File: src/rtl/irq_entry_seq.sv
module irq_entry_seq #(
  parameter int PC_W = 16,
  parameter int AW   = 16,
  parameter logic [AW-1:0]   SAVE_ADDR = AW'(16'h0040),
  parameter logic [PC_W-1:0] SVC_ADDR  = PC_W'(16'h0100)
) (
  input  logic            clk,
  input  logic            rst_n,
  input  logic            irq_req,
  input  logic            insn_boundary,
  input  logic            ie_set,
  input  logic [PC_W-1:0] pc_cur,
  output logic            pc_load,
  output logic [PC_W-1:0] pc_next,
  output logic [AW-1:0]   mar_q,
  output logic [PC_W-1:0] mbr_q,
  output logic            mem_we,
  output logic [AW-1:0]   mem_addr,
  output logic [PC_W-1:0] mem_wdata,
  output logic            irq_ack,
  output logic            int_en
);
  typedef enum logic [2:0] {IDLE, ST_MBR, ST_MAR, ST_PC, ST_WR} step_t;
  step_t state;
  logic  pending, take, idle;

  assign idle = (state == IDLE);
  assign take = idle && insn_boundary && int_en && (pending || irq_req);

  always_ff @(posedge clk) begin
    if (!rst_n) begin
      state   <= IDLE;
      pending <= 1'b0;
      int_en  <= 1'b1;
      mbr_q   <= '0;
      mar_q   <= '0;
    end else begin
      if (take)         pending <= 1'b0;
      else if (irq_req) pending <= 1'b1;

      if (take)                int_en <= 1'b0;
      else if (ie_set && idle) int_en <= 1'b1;

      if (state == ST_MBR) mbr_q <= pc_cur;
      if (state == ST_MAR) mar_q <= SAVE_ADDR;

      unique case (state)
        IDLE:    state <= take ? ST_MBR : IDLE;
        ST_MBR:  state <= ST_MAR;
        ST_MAR:  state <= ST_PC;
        ST_PC:   state <= ST_WR;
        default: state <= IDLE;
      endcase
    end
  end

  assign pc_load   = (state == ST_PC);
  assign pc_next   = SVC_ADDR;
  assign mem_we    = (state == ST_WR);
  assign mem_addr  = mar_q;
  assign mem_wdata = mbr_q;
  assign irq_ack   = mem_we;

  assert_save_word_R7: assert property (@(posedge clk) disable iff (!rst_n)
    mem_we |-> (mem_addr == SAVE_ADDR && mem_wdata == $past(pc_cur, 3)));

  assert_redirect_then_write_R6: assert property (@(posedge clk) disable iff (!rst_n)
    pc_load |=> (irq_ack && !pc_load));

  assert_ack_single_R7: assert property (@(posedge clk) disable iff (!rst_n)
    irq_ack |=> !irq_ack);

  assert_masked_in_entry_R8: assert property (@(posedge clk) disable iff (!rst_n)
    irq_ack |-> !int_en);

  assert_entry_timing_R2: assert property (@(posedge clk) disable iff (!rst_n)
    $fell(int_en) |-> ##2 pc_load);
endmodule

File: config.mk
export PLATFORM = sky130hd
export DESIGN_NAME = irq_entry_seq
export DESIGN_NICKNAME = d
export VERILOG_FILES = /design/src/rtl/irq_entry_seq.sv
export SDC_FILE = /design/constraint.sdc
export NUM_CORES = 1
export LEC_CHECK = 0
export ABC_AREA = 0
export BUFFER_PORTS_ARGS = -buffer_cell sky130_fd_sc_hd__buf_4
export CAP_MARGIN = 20
export CELL_PAD_IN_SITES_DETAIL_PLACEMENT = 0
export CELL_PAD_IN_SITES_GLOBAL_PLACEMENT = 1
export CORE_UTILIZATION = 27
export DETAILED_ROUTE_END_ITERATION = 6
export PLACE_DENSITY_LB_ADDON = 0.1
export SLEW_MARGIN = 20
export SYNTH_ARGS = -nofsm -noshare
export SYNTH_HDL_FRONTEND = slang
export SYNTH_SLANG_ARGS = --single-unit
File: constraint.sdc
create_clock -name clk -period 1.5 [get_ports clk]
set_clock_uncertainty 0.15 [all_clocks]
set_input_delay 0.075 -clock clk [delete_from_list [all_inputs] [get_ports clk]]
set_output_delay 0.075 -clock clk [all_outputs]
set_load 0.03 [all_outputs]
# == Word level (Yosys, flattened, before mapping) ==
# Cells that the tools add are included.
# W data, S select, Z words.
# totals
inputBits,21
reg_bits,22
wordCells,22
# op_classes
eq_ne,4
n_bitwise,1
n_mux,4
reduce_logical,8
# ops
operator,n
$pmux W3 S4,1
$eq A3 B2 Y1 const B,2
$logic_and A1 B1 Y1,4
$eq A3 B1 Y1 const B,1
$eq A3 B3 Y1 const B,1
$logic_not A3 Y1,1
$mux W1,3
$reduce_bool A2 Y1,1
$reduce_or A2 Y1,1
$logic_or A1 B1 Y1,1
$not A1 Y1,1

# == Longest topological paths before layout ==
# Gate-level depths: netlist of the first run.
# logic_depth
ltp_word,6
ltp_mapped,5
mapped_depth_nobuf,2

# == Least setup slack after synthesis of the first run ==
# Ideal clock, no wire load.
# synth_timing
kind,register -> output
from,reg state[1]
to,out mem_we
path_stages_with_launch,4
t_arrival_ns,1.514
slack_ns,-0.239
required_ns,1.275
path_cell_list,dfxtp_1 > buf_6 > nor3b_1 > buf_4
# synth_via
elab_chain_cells,1
# synth_rtl
item,line_no,source
from (decl),24,step_t state;
from (signal assigned),48,IDLE: state <= take ? ST_MBR : IDLE;
$eq A3 B3 Y1,59,assign mem_we = (state == ST_WR);
to (decl),17,"output logic mem_we,"
# No other way between the ends.

# == Worst setup path in the final report of the first run ==
# layout_timing
from,reg state[2]
to,out irq_ack
# layout_via
elab_chain_cells,1
# layout_rtl
item,line_no,source
$eq A3 B3 Y1,59,
to (decl),20,"output logic irq_ack,"
# No other way between the ends.

==> results of run 1 <==
[cell families after synthesis]
| logic type | share of synthesized area (%) |
|---|---|
| compound gates | 3.289 |
| xor+xnor | 0.6223 |
| buf+inv | 39.11 |
| flops | 31.29 |
| mux | 11.38 |
| other cells | 0.5335 |
| simple gates | 13.78 |
[synth_stat cells]
| master | number | share of area [%] |
|---|---|---|
| sky130_fd_sc_hd__buf_4 | 66 | 35 |
| sky130_fd_sc_hd__nand2_1 | 32 | 8.5 |
| sky130_fd_sc_hd__dfxtp_1 | 22 | 31 |
| sky130_fd_sc_hd__mux2i_1 | 16 | 11 |
| sky130_fd_sc_hd__nor3b_1 | 4 | 2.1 |
| sky130_fd_sc_hd__buf_6 | 3 | 2.4 |
| sky130_fd_sc_hd__buf_2 | 2 | 0.71 |
| sky130_fd_sc_hd__clkbuf_1 | 2 | 0.53 |
| sky130_fd_sc_hd__conb_1 | 2 | 0.53 |
| sky130_fd_sc_hd__o211a_1 | 2 | 1.4 |
| sky130_fd_sc_hd__a21oi_1 | 1 | 0.36 |
| sky130_fd_sc_hd__a32oi_1 | 1 | 0.62 |
| sky130_fd_sc_hd__and2_1 | 1 | 0.44 |
| sky130_fd_sc_hd__and3b_2 | 1 | 0.71 |
| sky130_fd_sc_hd__inv_1 | 1 | 0.27 |
| sky130_fd_sc_hd__nor2_1 | 1 | 0.27 |
| sky130_fd_sc_hd__nor3_1 | 1 | 0.36 |
| sky130_fd_sc_hd__nor4b_1 | 1 | 0.62 |
| sky130_fd_sc_hd__o21a_1 | 1 | 0.53 |
| sky130_fd_sc_hd__o21ai_0 | 1 | 0.36 |
| sky130_fd_sc_hd__or4b_1 | 1 | 0.71 |
| sky130_fd_sc_hd__xnor2_1 | 1 | 0.62 |
[power by group through the flow]
stage / registers, W / clock network [W] / logic (W)
after CTS: 0.000685 / 0.000449 / 0.000705
after floorplan: 0.000762 / 0 / 0.000538
after global routing: 0.000693 / 0.000475 / 0.000741
after detailed placement: 0.000699 / 0 / 0.000656
after global placement: 0.000695 / 0 / 0.000653
final: 0.000685 / 0.000422 / 0.000699
[timing repair]
action | in CTS | in global routing
gates resized for setup | 0 | 0
endpoints found under the setup margin | 0 | 1
endpoints found under the hold margin | 19 | 0
hold buffers | 21 | 0
[cell type report]
type,instances,area [sq um]
fillers,513,3019
clock buffers,4,55.05
repair buffers,83,685.7
well taps,67,83.83
inverters,1,3.754
multi-input cells,111,591.8
flip-flops and latches,22,440.4
[worst max path at each step]
stage | startpoint | to | slack, ns | cells after the start
2_1_floorplan | state[1]$_SDFF_PN0_ | mem_we | 0.12 | 3
3_3_place_gp | state[2]$_SDFF_PN0_ | int_en$_SDFFE_PN1P_ | 0.21 | 2
3_5_place_dp | state[1]$_SDFF_PN0_ | mbr_q[14]$_SDFFE_PN0P_ | 0.14 | 3
4_1_cts | irq_req | pending$_SDFFE_PP0P_ | 0.04 | 5
5_1_grt | state[2]$_SDFF_PN0_ | mem_we | 0.02 | 2
6_report | state[2]$_SDFF_PN0_ | irq_ack | 0.09 | 2
[registers in the layout (all words and copies together), names as in the netlist]
name and flops:
state 3, mbr_q 16, mar_q 1, pending 1, int_en 1
[critical path, cell delays in order, from the launching register on]
cell,delay (ns)
sky130_fd_sc_hd__dfxtp_1,0.47
sky130_fd_sc_hd__nor3b_2,0.26
sky130_fd_sc_hd__buf_4,0.20
[per-layer routing]
metal	up-vias	GRT usage (%)	routed length (um)	share of wire, %
met3	4	1.626	192	6.7
met4	0	5.769	43	1.5
met1	484	12.23	1272	44
met2	66	18.08	1367	48
met5	-	0	0	0
li1	522	-	-	-
[metrics by stage]
stage          cell area, sq um  worst slack, ns  hold WS (ns)  utilization, %  total power, W
2_1_floorplan              1578           0.1179       0.06714               -        0.001300
3_3_place_gp               1605           0.2064        0.1846           32.90        0.001348
3_5_place_dp               1605           0.1392        0.1933           32.90        0.001355
4_1_cts                    1871          0.04406       0.01456           38.33        0.001839
5_1_grt                    1861          0.01888       0.03464           38.13        0.001909
6_report                   1861          0.09070      -0.04123           38.13        0.001806
[cell usage in the layout (no fill, tap or decap), types with 2 or more instances in the layout]
master                          instances
sky130_fd_sc_hd__buf_4                 62
sky130_fd_sc_hd__clkbuf_8               4
sky130_fd_sc_hd__conb_1                46
sky130_fd_sc_hd__dfxtp_1               22
sky130_fd_sc_hd__dlygate4sd3_1         20
sky130_fd_sc_hd__mux2i_1               16
sky130_fd_sc_hd__nand2_1               32
sky130_fd_sc_hd__nor3b_1                2
sky130_fd_sc_hd__nor3b_2                2
sky130_fd_sc_hd__o211a_1                2
==> metrics.json, run 1 <==
{
  "result_of_the_run": {"value": "complete, but fails checks"},
  "failed_checks": {"value": "negative hold slack"},
  "ctsHtreeMaxLevel": {"value": 1},
  "yosysSeqAreaShare": {"value": 31.29, "unit": "%"},
  "dp_hpwl": {"value": 2043, "unit": "um"},
  "cts_tree": {"value": "yes"},
  "internal_power": {"value": 0.001124, "unit": "W"},
  "routed_wl": {"value": 2876, "unit": "um"},
  "die-height": {"value": 74.21, "unit": "um"},
  "rsz0062_at_grt": {"value": "false"},
  "comb_power_share": {"value": 38.7, "unit": "%"},
  "fmaxAchievable": {"value": 709.6, "unit": "MHz"},
  "min_delay_worst_endpoint": {"value": "pending$_SDFFE_PP0P_"},
  "drv.max_cap_violation_count": {"value": 0},
  "worst-r2r-cell-count": {"value": 3},
  "switching_share": {"value": 37.75, "unit": "%"},
  "first_iter_violations": {"value": 15},
  "globalRouteOverflowTotal": {"value": 0},
  "final_antenna_violating_net_count": {"value": 0},
  "floorplan.initialDensity": {"value": 28.85, "unit": "%"},
  "cts_root_buf": {"value": "sky130_fd_sc_hd__clkbuf_8"},
  "path_clk_slew": {"value": 0.08, "unit": "ns"},
  "grt_pass1_wl": {"value": 4264, "unit": "um"},
  "finalNetCount": {"value": 243},
  "port-buffer-count": {"value": 58},
  "power.ir.vdd_worst": {"value": 0.0003120, "unit": "V"},
  "clock_power_share": {"value": 23.4, "unit": "%"},
  "worst_r2r_endpoint": {"value": "mbr_q[10]$_SDFFE_PN0P_"},
  "ioPinCount": {"value": 105},
  "synthDistinctLibCells": {"value": 22},
  "power.share.sequential": {"value": 37.9, "unit": "%"},
  "globalplace.congestion": {"value": 0.6394},
  "drc": {"value": 0},
  "antenna-diode-count": {"value": 0},
  "critical_path_required": {"value": 1.27, "unit": "ns"},
  "cts_made_buffers": {"value": 3},
  "p_per_area": {"value": 970.8, "unit": "nW/um^2"},
  "synth.avg_cell_area": {"value": 8.636, "unit": "sq um"},
  "hold-path-cell-count": {"value": 3},
  "largest_net_degree_at_the_start_of_global_routing": {"value": 15},
  "r2r-start": {"value": "state[1]$_SDFF_PN0_"},
  "initial_antenna_violation_count": {"value": 0},
  "detail_route.first_pass.iterations": {"value": 4},
  "switchingPower": {"value": 0.0006818, "unit": "W"},
  "worst_skew_pair.late_latency": {"value": 0.26, "unit": "ns"},
  "finalNonFillerCells": {"value": 288},
  "cp-start-kind": {"value": "register"},
  "ys_ff_latch": {"value": 22},
  "syn-cell-area": {"value": 1408, "unit": "sq um"},
  "wl_per_cell": {"value": 9.986, "unit": "um"},
  "rows": {"value": 25},
  "die-width": {"value": 74.21, "unit": "um"},
  "syn_inst": {"value": 163},
  "core_region_area": {"value": 4880, "unit": "sq um"},
  "cts_max_path_buffers": {"value": 2},
  "dieArea": {"value": 5506, "unit": "sq um"},
  "timing.hold.ws": {"value": -0.04123, "unit": "ns"},
  "endpoint_class_of_the_critical_path": {"value": "output port"},
  "viasPerCell": {"value": 3.736},
  "placedCellCount": {"value": 264},
  "synth.yosys.warnings": {"value": 0},
  "cellLeakagePower": {"value": 0.9367, "unit": "nW"},
  "critPathKind": {"value": "register to output port"},
  "critPathArrivalTime": {"value": 1.18, "unit": "ns"},
  "critical_path_peak_fanout": {"value": 9},
  "grtUsageTotal": {"value": 10.42, "unit": "%"},
  "post_cts.repair.setup_buffers": {"value": 0},
  "finalCriticalPeriod": {"value": 1.409, "unit": "ns"},
  "timing.final.setup_violations": {"value": 0},
  "flop2flop_setup_slack": {"value": 0.14, "unit": "ns"},
  "hold_path.class": {"value": "input port to register"},
  "layout-drive-gt1-share": {"value": 31.67, "unit": "%"},
  "slew_viol_final": {"value": 0},
  "via_count_of_the_first_global_routing_pass": {"value": 908},
  "hp-start": {"value": "rst_n"},
  "num_vias": {"value": 1076},
  "cts_num_sinks": {"value": 22},
  "area.growth.synth_to_final": {"value": 32.18, "unit": "%"},
  "finalSetupTns": {"value": 0, "unit": "ns"},
  "final-hold-violation-count": {"value": 1},
  "final_min_period_over_clock_period": {"value": 93.95, "unit": "%"}
}
No activity file was read; power rests on OpenSTA's default activity.
==> inputs of run 2 (changes only) <==
--- a/config.mk
+++ b/config.mk
@@ -5,12 +5,12 @@
 export SDC_FILE = /design/constraint.sdc
 export NUM_CORES = 1
 export LEC_CHECK = 0
-export ABC_AREA = 0
+export ABC_AREA = 1
 export BUFFER_PORTS_ARGS = -buffer_cell sky130_fd_sc_hd__buf_4
 export CAP_MARGIN = 20
 export CELL_PAD_IN_SITES_DETAIL_PLACEMENT = 0
 export CELL_PAD_IN_SITES_GLOBAL_PLACEMENT = 1
-export CORE_UTILIZATION = 27
+export CORE_UTILIZATION = 26
 export DETAILED_ROUTE_END_ITERATION = 6
 export PLACE_DENSITY_LB_ADDON = 0.1
 export SLEW_MARGIN = 20
==> run 2 against run 1 <==
The run now ends clean. Critical path type unchanged. Cell area is 3.6% lower. First-iteration DRC count increased by 60%. Via count rose by 5.2%. Core utilization decreased by 3.0 points. Total power down 3.9%. Highest routed layer unchanged. Final cell count grew 3.5%. Critical endpoint unchanged. Largest power group is now registers. Combinational power decreased by 7.9%. Hold slack better by 0.050 ns. Clock power hardly changed. Register-to-register slack gained 0.15 ns. Setup slack improved by 0.018 ns.
==> metrics.json, run 2 <==
{
  "result_of_the_run": {"value": "finished, final reports clean", "change": "was complete, but fails checks"},
  "dp_hpwl": {"value": 2277, "unit": "um", "change": "was 2043 um"},
  "rsz0062_at_grt": {"value": "false", "change": "unchanged"},
  "worst_path_largest_cell_delay": {"value": 0.45, "unit": "ns", "change": "was 0.47 ns"},
  "grt_pass1_wl": {"value": 4319, "unit": "um", "change": "was 4264 um"},
  "cts_num_sinks": {"value": 22, "change": "unchanged"},
  "first_iter_violations": {"value": 24, "change": "was 15"},
  "worst_path_dominant_cell_family": {"value": "flip-flops", "change": "unchanged"},
  "cts_tree": {"value": "yes", "change": "unchanged"},
  "timing.hold.ws": {"value": 0.008752, "unit": "ns", "change": "was -0.04123 ns"},
  "worst_skew_pair.late_latency": {"value": 0.26, "unit": "ns", "change": "about the same"},
  "final-hold-violation-count": {"value": 0, "change": "was 1"},
  "grtUsageTotal": {"value": 10.31, "unit": "%", "change": "was 10.42%"},
  "finalCriticalPeriod": {"value": 1.391, "unit": "ns", "change": "was 1.409 ns"},
  "drc": {"value": 0, "change": "unchanged"},
  "slew_viol_final": {"value": 0, "change": "unchanged"},
  "cp-start-kind": {"value": "register", "change": "unchanged"},
  "post-synth-top-count-cell": {"value": "sky130_fd_sc_hd__buf_4", "change": "unchanged"},
  "grt_use_met2": {"value": 18.32, "unit": "%", "change": "was 18.08%"},
  "multiInputGateArea": {"value": 529.3, "unit": "sq um", "change": "was 591.8 sq um"},
  "critPathKind": {"value": "register to output port", "change": "unchanged"},
  "layout-drive-gt1-share": {"value": 32.46, "unit": "%", "change": "was 31.67%"},
  "synth.top_cells.by_area": {"value": "sky130_fd_sc_hd__buf_4 (36%), sky130_fd_sc_hd__dfxtp_1 (32%), sky130_fd_sc_hd__nand4_1 (7.3%)", "change": "was sky130_fd_sc_hd__buf_4 (35%), sky130_fd_sc_hd__dfxtp_1 (31%), sky130_fd_sc_hd__mux2i_1 (11%)"},
  "final_min_period_over_clock_period": {"value": 92.75, "unit": "%", "change": "was 93.95%"},
  "die-width": {"value": 74.82, "unit": "um", "change": "was 74.21 um"},
  "fill_cells": {"value": 528, "change": "was 513"},
  "wl_per_cell": {"value": 10.27, "unit": "um", "change": "was 9.986 um"},
  "cellLeakagePower": {"value": 0.8652, "unit": "nW", "change": "was 0.9367 nW"},
  "ioPinCount": {"value": 105, "change": "unchanged"},
  "synthFlopType": {"value": "sky130_fd_sc_hd__dfxtp_1", "change": "unchanged"},
  "ctsHtreeMaxLevel": {"value": 1, "change": "unchanged"},
  "finalSetupTns": {"value": 0, "unit": "ns", "change": "unchanged"},
  "dp_slack": {"value": 0.2226, "unit": "ns", "change": "was 0.1392 ns"},
  "grt.met1_usage": {"value": 12.55, "unit": "%", "change": "was 12.23%"},
  "fmaxAchievable": {"value": 718.8, "unit": "MHz", "change": "was 709.6 MHz"},
  "hold_path.class": {"value": "input port to register", "change": "unchanged"},
  "endpoint_class_of_the_critical_path": {"value": "output port", "change": "unchanged"},
  "p_per_area": {"value": 968.0, "unit": "nW/um^2", "change": "was 970.8 nW/um^2"},
  "core_region_area": {"value": 5107, "unit": "sq um", "change": "was 4880 sq um"},
  "layout.area.seq": {"value": 440.4, "unit": "sq um", "change": "unchanged"},
  "synth.top_cell.area_share": {"value": 36.48, "unit": "%", "change": "was 35.20%"},
  "crit_chain": {"value": "inv_4 -> nor2_2 -> buf_4", "change": "was nor3b_2 -> buf_4"},
  "ys_ff_latch": {"value": 22, "change": "unchanged"},
  "synth-async-reset-ratio": {"value": 0, "unit": "%", "change": "unchanged"},
  "layout_top_registers": {"value": "mbr_q x16, state x3", "change": "unchanged"},
  "syn-cell-area": {"value": 1379, "unit": "sq um", "change": "was 1408 sq um"},
  "stdcell_area": {"value": 1793, "unit": "sq um", "change": "was 1861 sq um"},
  "finalNonFillerCells": {"value": 298, "change": "was 288"},
  "dpl_cell_area": {"value": 1553, "unit": "sq um", "change": "was 1605 sq um"},
  "netlist_top_cells_count": {"value": "sky130_fd_sc_hd__buf_4 (67), sky130_fd_sc_hd__nand2_1 (23), sky130_fd_sc_hd__dfxtp_1 (22)", "change": "was sky130_fd_sc_hd__buf_4 (66), sky130_fd_sc_hd__nand2_1 (32), sky130_fd_sc_hd__dfxtp_1 (22)"},
  "syn_inst": {"value": 172, "change": "was 163"},
  "final_common_cell": {"value": "sky130_fd_sc_hd__buf_4", "change": "unchanged"},
  "yosysSeqAreaShare": {"value": 31.94, "unit": "%", "change": "was 31.29%"},
  "port-buffer-count": {"value": 58, "change": "unchanged"},
  "die-height": {"value": 74.82, "unit": "um", "change": "was 74.21 um"},
  "dieArea": {"value": 5598, "unit": "sq um", "change": "was 5506 sq um"},
  "rows": {"value": 26, "change": "was 25"},
  "num_vias": {"value": 1132, "change": "was 1076"},
  "largest_register_ffs": {"value": 16, "change": "unchanged"},
  "cp_num_buf_inv": {"value": 2, "change": "was 1"},
  "routed_wl": {"value": 3059, "unit": "um", "change": "was 2876 um"},
  "cell_type_of_the_slowest_stage_on_the_worst_timing_path": {"value": "sky130_fd_sc_hd__dfxtp_1", "change": "unchanged"},
  "path_clk_slew": {"value": 0.08, "unit": "ns", "change": "about the same"},
  "timing.final.setup_violations": {"value": 0, "change": "unchanged"},
  "globalplace.congestion": {"value": 0.6790, "change": "was 0.6394"},
  "detail_route.first_pass.iterations": {"value": 4, "change": "unchanged"},
  "synth_enable_flop_cells": {"value": 0, "change": "unchanged"},
  "placedCellCount": {"value": 276, "change": "was 264"},
  "largest_net_degree_at_the_start_of_global_routing": {"value": 18, "change": "was 15"},
  "cts_max_path_buffers": {"value": 2, "change": "unchanged"},
  "critical_path_required": {"value": 1.27, "unit": "ns", "change": "about the same"},
  "synth.avg_cell_area": {"value": 8.016, "unit": "sq um", "change": "was 8.636 sq um"},
  "final_antenna_violating_net_count": {"value": 0, "change": "unchanged"},
  "final.setup.worst_slack": {"value": 0.1088, "unit": "ns", "change": "was 0.09070 ns"},
  "cts_made_buffers": {"value": 3, "change": "unchanged"},
  "via_count_of_the_first_global_routing_pass": {"value": 938, "change": "was 908"},
  "critical_path_peak_fanout": {"value": 14, "change": "was 9"},
  "gr-usage-met3": {"value": 1.606, "unit": "%", "change": "was 1.626%"},
  "cts_root_buf": {"value": "sky130_fd_sc_hd__clkbuf_8", "change": "unchanged"},
  "synth.yosys.warnings": {"value": 0, "change": "unchanged"},
  "max_flop_register": {"value": "mbr_q", "change": "unchanged"},
  "area.growth.synth_to_final": {"value": 30.04, "unit": "%", "change": "was 32.18%"},
  "synth_top_area_cell": {"value": "sky130_fd_sc_hd__buf_4", "change": "unchanged"},
  "commonest_cells_after_routing_fill_and_taps_aside": {"value": "sky130_fd_sc_hd__buf_4 (63), sky130_fd_sc_hd__conb_1 (46), sky130_fd_sc_hd__nand2_1 (23)", "change": "was sky130_fd_sc_hd__buf_4 (62), sky130_fd_sc_hd__conb_1 (46), sky130_fd_sc_hd__nand2_1 (32)"},
  "critPathArrivalTime": {"value": 1.17, "unit": "ns", "change": "was 1.18 ns"},
  "globalRouteOverflowTotal": {"value": 0, "change": "unchanged"},
  "initial_antenna_violation_count": {"value": 0, "change": "unchanged"},
  "floorplan.initialDensity": {"value": 27.00, "unit": "%", "change": "was 28.85%"},
  "antenna-diode-count": {"value": 0, "change": "unchanged"},
  "drv.max_cap_violation_count": {"value": 0, "change": "unchanged"},
  "power.ir.vdd_worst": {"value": 0.0003736, "unit": "V", "change": "was 0.0003120 V"},
  "viasPerCell": {"value": 3.799, "change": "was 3.736"},
  "finalNetCount": {"value": 250, "change": "was 243"},
  "synthDistinctLibCells": {"value": 16, "change": "was 22"},
  "top_usage_layer": {"value": "met2", "change": "unchanged"}
}
==> run 2: cell types whose count changed in the layout (fill, tap and decap cells not counted), sizes merged, moves of 5 or more <==
cell,previous run,this run
inv,1,6
mux2i,16,0
nor2,1,6
nand2,32,23
nand4,0,16
a21oi,1,19
==> run 2: repair_timing <==
| action | 4_1_cts | 5_1_grt |
|---|---|---|
| resized for setup | 0 | 2 |
| endpoints found under the hold margin | 18 | 0 |
| setup buffers | 0 | 0 |
| hold buffers | 18 | 0 |
| setup endpoints to repair | 0 | 2 |
==> run 2: through the flow <==
stage / util (%) / power (W)
after floorplan: - / 0.001256
after global placement: 30.40 / 0.001286
after detailed placement: 30.40 / 0.001289
after CTS: 35.01 / 0.001749
after global routing: 35.11 / 0.001831
final: 35.11 / 0.001736
==> run 2: final timing paths <==
| kind | cells after the start | to | slack (ns) | start |
|---|---|---|---|---|
| setup / recovery | 3 | irq_ack | 0.11 | state[2]$_SDFF_PN0_ |
| hold / removal | 5 | int_en$_SDFFE_PN1P_ | 0.009 | ie_set |
| setup reg to reg | 4 | mbr_q[0]$_SDFFE_PN0P_ | 0.29 | state[2]$_SDFF_PN0_ |
| hold reg to reg | 2 | mar_q[6]$_SDFFE_PN0N_ | 0.33 | mar_q[6]$_SDFFE_PN0N_ |
==> run 2: logic make-up after synthesis <==
family                 after synthesis  synth area share (%)
buffers and inverters               79                 42.20
AND/OR/NAND/NOR                     50                 18.42
flip-flops                          22                 31.94
AO/OA/AOI/OAI                       19                 6.896
other                                2                0.5447
==> run 2: tightest hold or removal path, cell delays in order <==
cell and delay [ns]:
sky130_fd_sc_hd__buf_4 0.08, sky130_fd_sc_hd__nand3_1 0.08, sky130_fd_sc_hd__nand2_1 0.06, sky130_fd_sc_hd__nand2_1 0.04
sky130_fd_sc_hd__nand2_1 0.05
==> run 2: power breakdown <==
part / internal [W] / total, W / switching (W) / leakage, nW
logic: 0.000208 / 0.000644 / 0.000436 / 0.657
registers: 0.000629 / 0.000671 / 0.0000413 / 0.179
clock network: 0.000234 / 0.000421 / 0.000187 / 0.0288
total: 0.00107 / 0.00174 / 0.000665 / 0.865
==> run 2: cell type report <==
class,instances,share of cell area [%]
clock buffer,4,3.070
multi-input combinational,115,29.52
sequential,22,24.56
timing repair buffer,81,36.43
tap,70,4.885
inverter,6,1.535
==> run 2: routing by layer <==
metal	routed length (um)	vias to the layer above	part of all wire [%]
met5	0	-	0
met4	25	0	0.82
met3	162	2	5.3
met2	1578	55	52
met1	1293	512	42
li1	-	563	-
